### config.mk
export PLATFORM = sky130hd
export DESIGN_NAME = desc_ring_walker
export DESIGN_NICKNAME = d
export VERILOG_FILES = /design/src/rtl/ring_walk_pkg.sv /design/src/rtl/ring_regs.sv /design/src/rtl/data_mover_stub.sv /design/src/rtl/ring_walker.sv /design/src/rtl/desc_ring_walker.sv
export SDC_FILE = /design/constraint.sdc
export NUM_CORES = 1
export LEC_CHECK = 0
export ABC_AREA = 1
export BUFFER_PORTS_ARGS = -buffer_cell sky130_fd_sc_hd__buf_2
export CORE_ASPECT_RATIO = 0.9
export CORE_MARGIN = 4
export CORE_UTILIZATION = 55
export CTS_CLUSTER_DIAMETER = 30
export DETAILED_ROUTE_END_ITERATION = 12
export HOLD_SLACK_MARGIN = 0.1
export PLACE_DENSITY = 0.81
export SKIP_CTS_REPAIR_TIMING = 1
export SLEW_MARGIN = 20
export SYNTH_ARGS = -nofsm -noshare
export SYNTH_HDL_FRONTEND = slang
export SYNTH_HIERARCHICAL = 1
export SYNTH_SLANG_ARGS = --single-unit
### constraint.sdc
create_clock -name clk -period 5.7 [get_ports clk]
set_clock_uncertainty 0.1 [all_clocks]
set_input_delay 1.14 -clock clk [delete_from_list [all_inputs] [get_ports clk]]
set_output_delay 1.14 -clock clk [all_outputs]
set_load 0.1 [all_outputs]
### src/rtl/ring_walk_pkg.sv
package ring_walk_pkg;
  localparam int DESC_W     = 64;
  localparam int DESC_BYTES = 8;
  localparam int LEN_W      = 16;
  localparam int FLAG_W     = 16;
  localparam int BUF_W      = 32;
  localparam int REG_AW     = 3;

  localparam logic [REG_AW-1:0] RIX_CTRL  = 3'd0;
  localparam logic [REG_AW-1:0] RIX_HALT  = 3'd1;
  localparam logic [REG_AW-1:0] RIX_CLR   = 3'd2;
  localparam logic [REG_AW-1:0] RIX_BASE  = 3'd3;
  localparam logic [REG_AW-1:0] RIX_SIZE  = 3'd4;
  localparam logic [REG_AW-1:0] RIX_PROD  = 3'd5;
  localparam logic [REG_AW-1:0] RIX_CONS  = 3'd6;

  typedef struct packed {
    logic [FLAG_W-1:0] flags;
    logic [LEN_W-1:0]  count;
    logic [BUF_W-1:0]  buf_addr;
  } desc_t;

  typedef enum logic [2:0] {
    ST_IDLE, ST_REQ, ST_RSP, ST_MOVE, ST_EVT
  } walk_state_e;
endpackage

### src/rtl/ring_regs.sv
module ring_regs import ring_walk_pkg::*; #(
  parameter int ADDR_W = 32,
  parameter int OFS_W  = 16
) (
  input  logic              clk,
  input  logic              rst_n,
  input  logic              we,
  input  logic [REG_AW-1:0] waddr,
  input  logic [ADDR_W-1:0] wdata,
  input  logic [REG_AW-1:0] raddr,
  output logic [ADDR_W-1:0] rdata,
  input  logic [OFS_W-1:0]  cons,
  output logic              en,
  output logic              halt,
  output logic              pipe_clr,
  output logic [ADDR_W-1:0] base,
  output logic [OFS_W-1:0]  size,
  output logic [OFS_W-1:0]  prod
);
  localparam int AL = $clog2(DESC_BYTES);

  logic                 en_q, dir_q, sys_q, halt_q, clr_q;
  logic [ADDR_W-1:AL]   base_q;
  logic [OFS_W-1:AL]    size_q;
  logic [OFS_W-1:AL]    prod_q;
  logic                 unused_wdata_bit;

  assign unused_wdata_bit = wdata[2];

  always_ff @(posedge clk or negedge rst_n) begin
    if (!rst_n) begin
      clr_q <= 1'b0;
    end else if (we && waddr == RIX_CLR) begin
      clr_q <= wdata[0];
    end
  end

  always_ff @(posedge clk or negedge rst_n) begin
    if (!rst_n) begin
      en_q <= 1'b0; dir_q <= 1'b0; sys_q <= 1'b0; halt_q <= 1'b0;
      base_q <= '0; size_q <= '0; prod_q <= '0;
    end else if (clr_q) begin
      en_q <= 1'b0; dir_q <= 1'b0; sys_q <= 1'b0; halt_q <= 1'b0;
      base_q <= '0; size_q <= '0; prod_q <= '0;
    end else if (we) begin
      case (waddr)
        RIX_CTRL: begin
          en_q  <= wdata[1];
          dir_q <= wdata[3];
          sys_q <= wdata[5];
        end
        RIX_HALT: halt_q <= wdata[0];
        RIX_BASE: base_q <= wdata[ADDR_W-1:AL];
        RIX_SIZE: size_q <= wdata[OFS_W-1:AL];
        RIX_PROD: prod_q <= wdata[OFS_W-1:AL];
        default: ;
      endcase
    end
  end

  assign en       = en_q;
  assign halt     = halt_q;
  assign pipe_clr = clr_q;
  assign base     = {base_q, {AL{1'b0}}};
  assign size     = {size_q, {AL{1'b0}}};
  assign prod     = {prod_q, {AL{1'b0}}};

  always_comb begin
    rdata = '0;
    case (raddr)
      RIX_CTRL: rdata = ADDR_W'({sys_q, 1'b0, dir_q, 1'b0, en_q, 1'b0});
      RIX_HALT: rdata = ADDR_W'(halt_q);
      RIX_CLR:  rdata = ADDR_W'(clr_q);
      RIX_BASE: rdata = base;
      RIX_SIZE: rdata = ADDR_W'(size);
      RIX_PROD: rdata = ADDR_W'(prod);
      RIX_CONS: rdata = ADDR_W'(cons);
      default:  rdata = '0;
    endcase
  end
endmodule

### src/rtl/data_mover_stub.sv
module data_mover_stub import ring_walk_pkg::*; #(
  parameter int CNT_W = LEN_W
) (
  input  logic             clk,
  input  logic             rst_n,
  input  logic             clr,
  input  logic             start,
  input  logic [CNT_W-1:0] len,
  output logic             done
);
  logic [CNT_W-1:0] cnt_q;
  logic             busy;

  assign busy = (cnt_q != '0);
  assign done = (cnt_q == CNT_W'(1));

  always_ff @(posedge clk or negedge rst_n) begin
    if (!rst_n)      cnt_q <= '0;
    else if (clr)    cnt_q <= '0;
    else if (start)  cnt_q <= len;
    else if (busy)   cnt_q <= cnt_q - CNT_W'(1);
  end

  // a new descriptor is never handed over while one is still moving
  assert_start_idle_R3: assert property (@(posedge clk) disable iff (!rst_n)
    start |-> !busy);
endmodule

### src/rtl/ring_walker.sv
module ring_walker import ring_walk_pkg::*; #(
  parameter int ADDR_W = 32,
  parameter int OFS_W  = 16
) (
  input  logic              clk,
  input  logic              rst_n,
  input  logic              pipe_clr,
  input  logic              en,
  input  logic              halt,
  input  logic [ADDR_W-1:0] base,
  input  logic [OFS_W-1:0]  size,
  input  logic [OFS_W-1:0]  prod,
  output logic              mem_req_valid,
  input  logic              mem_req_ready,
  output logic [ADDR_W-1:0] mem_req_addr,
  input  logic              mem_rsp_valid,
  output logic              mem_rsp_ready,
  input  logic [DESC_W-1:0] mem_rsp_data,
  output logic              evt_valid,
  input  logic              evt_ready,
  output logic [FLAG_W-1:0] evt_flags,
  output logic [BUF_W-1:0]  evt_buf_addr,
  output logic              mv_start,
  output logic [LEN_W-1:0]  mv_len,
  input  logic              mv_done,
  output logic [OFS_W-1:0]  cons
);
  walk_state_e       st, st_n;
  logic [OFS_W-1:0]  cons_q, cons_n;
  logic [ADDR_W-1:0] addr_q;
  logic [FLAG_W-1:0] flags_q;
  logic [BUF_W-1:0]  bufa_q;
  logic [OFS_W:0]    step_sum;
  logic              wrap;
  desc_t             d;

  assign d        = mem_rsp_data;
  assign step_sum = {1'b0, cons_q} + (OFS_W+1)'(DESC_BYTES);
  assign wrap     = step_sum >= {1'b0, size};

  always_comb begin
    st_n   = st;
    cons_n = cons_q;
    case (st)
      ST_IDLE: if (en && !halt && cons_q != prod) st_n = ST_REQ;
      ST_REQ:  if (mem_req_ready) st_n = ST_RSP;
      ST_RSP:  if (mem_rsp_valid) st_n = (d.count == '0) ? ST_EVT : ST_MOVE;
      ST_MOVE: if (mv_done) st_n = ST_EVT;
      ST_EVT:  if (evt_ready) begin
        st_n   = ST_IDLE;
        cons_n = wrap ? '0 : step_sum[OFS_W-1:0];
      end
      default: st_n = ST_IDLE;
    endcase
    if (pipe_clr) begin
      st_n   = ST_IDLE;
      cons_n = '0;
    end
  end

  always_ff @(posedge clk or negedge rst_n) begin
    if (!rst_n) begin
      st      <= ST_IDLE;
      cons_q  <= '0;
      addr_q  <= '0;
      flags_q <= '0;
      bufa_q  <= '0;
    end else begin
      st     <= st_n;
      cons_q <= cons_n;
      if (st == ST_IDLE) addr_q <= base + ADDR_W'(cons_q);
      if (st == ST_RSP && mem_rsp_valid) begin
        flags_q <= d.flags;
        bufa_q  <= d.buf_addr;
      end
    end
  end

  assign mem_req_valid = (st == ST_REQ);
  assign mem_req_addr  = addr_q;
  assign mem_rsp_ready = (st == ST_RSP);
  assign mv_start      = (st == ST_RSP) && mem_rsp_valid && (d.count != '0);
  assign mv_len        = d.count;
  assign evt_valid     = (st == ST_EVT);
  assign evt_flags     = flags_q;
  assign evt_buf_addr  = bufa_q;
  assign cons          = cons_q;

  assert_req_hold_R2: assert property (@(posedge clk) disable iff (!rst_n)
    (mem_req_valid && !mem_req_ready && !pipe_clr) |=>
      (mem_req_valid && $stable(mem_req_addr)));

  assert_evt_hold_R3: assert property (@(posedge clk) disable iff (!rst_n)
    (evt_valid && !evt_ready && !pipe_clr) |=>
      (evt_valid && $stable(evt_flags) && $stable(evt_buf_addr) && $stable(cons)));

  assert_cons_step_R5: assert property (@(posedge clk) disable iff (!rst_n)
    (cons != $past(cons)) |->
      (cons == '0 || cons == $past(cons) + OFS_W'(DESC_BYTES)));

  assert_fetch_gate_R7: assert property (@(posedge clk) disable iff (!rst_n)
    $rose(mem_req_valid) |-> $past(en && !halt && !pipe_clr));
endmodule

### src/rtl/desc_ring_walker.sv
module desc_ring_walker import ring_walk_pkg::*; #(
  parameter int ADDR_W = 32,
  parameter int OFS_W  = 16
) (
  input  logic              clk,
  input  logic              rst_n,
  input  logic              reg_we,
  input  logic [REG_AW-1:0] reg_waddr,
  input  logic [ADDR_W-1:0] reg_wdata,
  input  logic [REG_AW-1:0] reg_raddr,
  output logic [ADDR_W-1:0] reg_rdata,
  output logic              mem_req_valid,
  input  logic              mem_req_ready,
  output logic [ADDR_W-1:0] mem_req_addr,
  input  logic              mem_rsp_valid,
  output logic              mem_rsp_ready,
  input  logic [DESC_W-1:0] mem_rsp_data,
  output logic              evt_valid,
  input  logic              evt_ready,
  output logic [FLAG_W-1:0] evt_flags,
  output logic [BUF_W-1:0]  evt_buf_addr,
  output logic [OFS_W-1:0]  evt_offset,
  output logic [OFS_W-1:0]  cons_offset
);
  logic              en, halt, pipe_clr;
  logic [ADDR_W-1:0] base;
  logic [OFS_W-1:0]  size, prod, cons;
  logic              mv_start, mv_done;
  logic [LEN_W-1:0]  mv_len;

  ring_regs #(.ADDR_W(ADDR_W), .OFS_W(OFS_W)) u_regs (
    .clk(clk), .rst_n(rst_n), .we(reg_we), .waddr(reg_waddr),
    .wdata(reg_wdata), .raddr(reg_raddr), .rdata(reg_rdata), .cons(cons),
    .en(en), .halt(halt), .pipe_clr(pipe_clr), .base(base), .size(size),
    .prod(prod)
  );

  ring_walker #(.ADDR_W(ADDR_W), .OFS_W(OFS_W)) u_walk (
    .clk(clk), .rst_n(rst_n), .pipe_clr(pipe_clr), .en(en), .halt(halt),
    .base(base), .size(size), .prod(prod),
    .mem_req_valid(mem_req_valid), .mem_req_ready(mem_req_ready),
    .mem_req_addr(mem_req_addr), .mem_rsp_valid(mem_rsp_valid),
    .mem_rsp_ready(mem_rsp_ready), .mem_rsp_data(mem_rsp_data),
    .evt_valid(evt_valid), .evt_ready(evt_ready), .evt_flags(evt_flags),
    .evt_buf_addr(evt_buf_addr), .mv_start(mv_start), .mv_len(mv_len),
    .mv_done(mv_done), .cons(cons)
  );

  data_mover_stub #(.CNT_W(LEN_W)) u_mover (
    .clk(clk), .rst_n(rst_n), .clr(pipe_clr), .start(mv_start),
    .len(mv_len), .done(mv_done)
  );

  assign evt_offset  = cons;
  assign cons_offset = cons;
endmodule

==> impl_results.md <==
- Worst slew pin tran: 1.73 ns
- Peak VDD IR: 365 uV
- TNS Setup: 0 ns
- Max-cap viol count: 0
- Final Wtd Congestion: 0.949
- Comb power frac: 52.5%
- Gr usage total: 29.3%
- Unrepaired setup endpoints after global routing: no
- Area contributors post-synth: dfrtp_1 (40%), nand2_1 (15%), nand3_1 (6.9%)
- DRC Markers: 0
- # IOs: 255
- DR WL/cell: 16.9 um
- Iter 0 DRT Violations: 993
- Placed Area: 11800 um^2
- Status: complete, but fails checks
- Sw power: 3.46 mW
- F_max: 233 MHz
- Initial antenna violation count: 0
- Final setup fails: 0
- Worst Path Arrival: 3.05 ns
- Via density: 5.45
- Syn Inst Count: 1452
- Number of global-route vias before repair: 9987
- Fin nets: 1773
- Mapped Avg Cell Area: 7.43 um^2
- Htree depth: 4
- Largest net degree at the start of global routing: 100
- Yosys reg bits: 172
- Gr ovfl total: 0
- Tot Pwr: 6.25 mW
- DRT Pass-1 Iters: 5
- Setup CP Type: input port to output pin
- Number of enable flip-flop cells after synthesis: 0
- Worst-path clk slew: 0.07 ns
- Sw frac: 55.3%
- Dpl hpwl: 24.0 mm
- Max FO, Critical Path: 28
- Yosys top cell area share: 39.9%
- CTS tree: done
- Core ar.: 19200 um^2
- Die Wd: 156 um
- Reg area: 4300 um^2
- Port bufs: 246
- Final Hold Fails: 0
- Clock share of power: 19.2%
- Share of flip-flops with an asynchronous set or reset: 100%
- Synth cell types: 43
- Ant diodes: 0
- TritonCTS sink count: 172
- Starting density of the core: 56.1%
- Area of the multi-input gates: 5240 um^2
- Rows: 48
- Max-slew violation count: 1
- CP Capture Type: output pin
- Sequential cell area fraction in the yosys report: 39.9%
- Static Leakage: 6.82 nW
- CTS Buf Count: 17
- DR vias: 10300
- Hold/Removal Path Class: flop to flop
- Final Instance Area: 12400 um^2
- Synth Cell Area: 10800 um^2
- CTS Buffer Depth: 2
- First-pass GRT wire length: 51.6 mm
- Share of power burned in registers: 28.3%
- Area leader, netlist: dfrtp_1
- Slew headroom: -15.7%
- P per Cell Area: 504 nW/um^2
- Failing checks: max-slew violations
- Clock latency on the worst-skew pair: 0.44 ns
- Ys flop type: dfrtp_1
- Antenna Nets Post-Route: 0
- Die height: 141 um
- Filler instances: 1718
- Required time of the critical path: 4.46 ns
- P&R area growth vs syn: 15.0%
- Share of layout cells above drive strength 1: 23.1%
- Int Pwr: 2.79 mW
- Synth Warn #: 6
- Startpoint types: input port
- Die area: 21900 um^2
- Post-route minimum period: 4.29 ns
- Fin crit share: 75.2%
- Root buf cell: clkbuf_16
- Final WL: 32.0 mm
[cell usage after synthesis (21+ instances only)]
cell     count
buf_2       21
a21oi_1     33
ha_1        29
dfrtp_1    172
inv_1      160
nand4_1     59
nand3_1    149
buf_4       56
mux2_2      48
o21ai_0     31
nand2_1    434
nor2_1     133
[per-layer routing]
| layer | routed length [um] | track usage (%) | vias up |
|---|---|---|---|
| met4 | 799 | 8.61 | 0 |
| met1 | 13300 | 40.0 | 4752 |
| met5 | 0 | 0 | - |
| met2 | 14700 | 47.8 | 557 |
| met3 | 3250 | 5.65 | 64 |
| li1 | - | - | 4970 |
[layout make-up]
type | instances | share of cell area [%]
flip-flops and latches | 172 | 34.7
well taps | 250 | 2.52
repair buffers | 253 | 10.4
clock inverters | 15 | 1.58
inverters | 169 | 5.11
multi-input cells | 1023 | 42.3
clock buffers | 17 | 3.43
[power groups by stage]
| stage | clock network, mW | logic (mW) | registers, mW |
|---|---|---|---|
| final | 1.20 | 3.29 | 1.77 |
| after CTS | 1.22 | 3.29 | 1.76 |
| after floorplan | 0 | 1.14 | 3.34 |
| after global placement | 0 | 3.24 | 1.77 |
| after global routing | 1.27 | 3.47 | 1.81 |
| after detailed placement | 0 | 3.28 | 1.79 |
[registers in the layout (all words and copies together) (netlist names), 3 cells and up]
| signal | flops |
|---|---|
| u_mover/cnt_q | 16 |
| u_regs/base_q | 29 |
| u_walk/evt_flags | 16 |
| u_regs/size_q | 13 |
| u_walk/evt_buf_addr | 32 |
| u_regs/prod_q | 13 |
| u_walk/cons | 13 |
| u_walk/st | 3 |
| u_walk/mem_req_addr | 32 |
[kinds of logic after synthesis]
family	after synthesis	synth area share, %
muxes	48	5.01
DFF	172	39.9
xor gates and xnor gates	21	1.77
AOI/OAI and AO/OA	75	3.72
adders and majority gates	29	3.36
buffers and inverters	267	11.9
and+or+nand+nor	838	34.3
other	2	0.0696
[path summary, 6_finish.rpt]
check	from	end	slack, ns	cells after the start
max	reg_raddr[2]	reg_rdata[3]	1.41	7
min	u_walk/mem_req_addr[2]	u_walk/mem_req_addr[2]	0.38	2
min reg2reg	u_walk/mem_req_addr[2]	u_walk/mem_req_addr[2]	0.38	2
min in group asynchronous	rst_n	u_regs/base_q[19]	0.69	1
max reg2reg	u_walk/cons[3]	u_walk/cons[14]	2.62	14
max in group asynchronous	rst_n	u_walk/evt_buf_addr[6]	3.64	2
[per-stage QoR]
step / setup WS (ns) / hold WS (ns) / utilization, % / cells
finish: 1.41 / 0.376 / 64.6 / 1899
global route: 1.32 / 0.410 / 64.6 / 1899
CTS: 1.47 / 0.380 / 64.6 / 1899
detailed placement: 1.48 / 0.360 / 61.3 / 1867
global placement: 1.51 / 0.360 / 61.3 / 1867
floorplan: 1.47 / 0.369 / - / 1462
[layout by cell type, fill, tap and decap left out, types with 3 or more instances in the layout]
cell | synthesis | routed
a21oi_1 | 33 | 33
buf_2 | 21 | 245
buf_4 | 56 | 7
clkbuf_16 | 0 | 17
clkinv_8 | 0 | 5
conb_1 | 2 | 12
dfrtp_1 | 172 | 172
ha_1 | 29 | 29
inv_1 | 160 | 160
inv_2 | 8 | 8
inv_6 | 0 | 3
inv_8 | 0 | 3
mux2_2 | 48 | 48
nand2_1 | 434 | 433
nand2_2 | 3 | 4
nand3_1 | 149 | 149
nand3_2 | 6 | 6
nand3b_1 | 5 | 5
nand4_1 | 59 | 59
nor2_1 | 133 | 133
nor2_2 | 5 | 5
nor2_4 | 4 | 4
nor3_1 | 19 | 19
o21a_1 | 3 | 3
o21ai_0 | 31 | 31
or2_2 | 13 | 13
xnor2_1 | 6 | 6
xor2_1 | 14 | 14
[worst max-delay path, cell delays in order]
cell and delay [ns]:
buf_2 0.27, inv_2 0.35, nand3_2 0.40, o21ai_0 0.28, inv_1 0.07, nand2_1 0.09
buf_2 0.43
No activity file was read; power rests on OpenSTA's default activity.
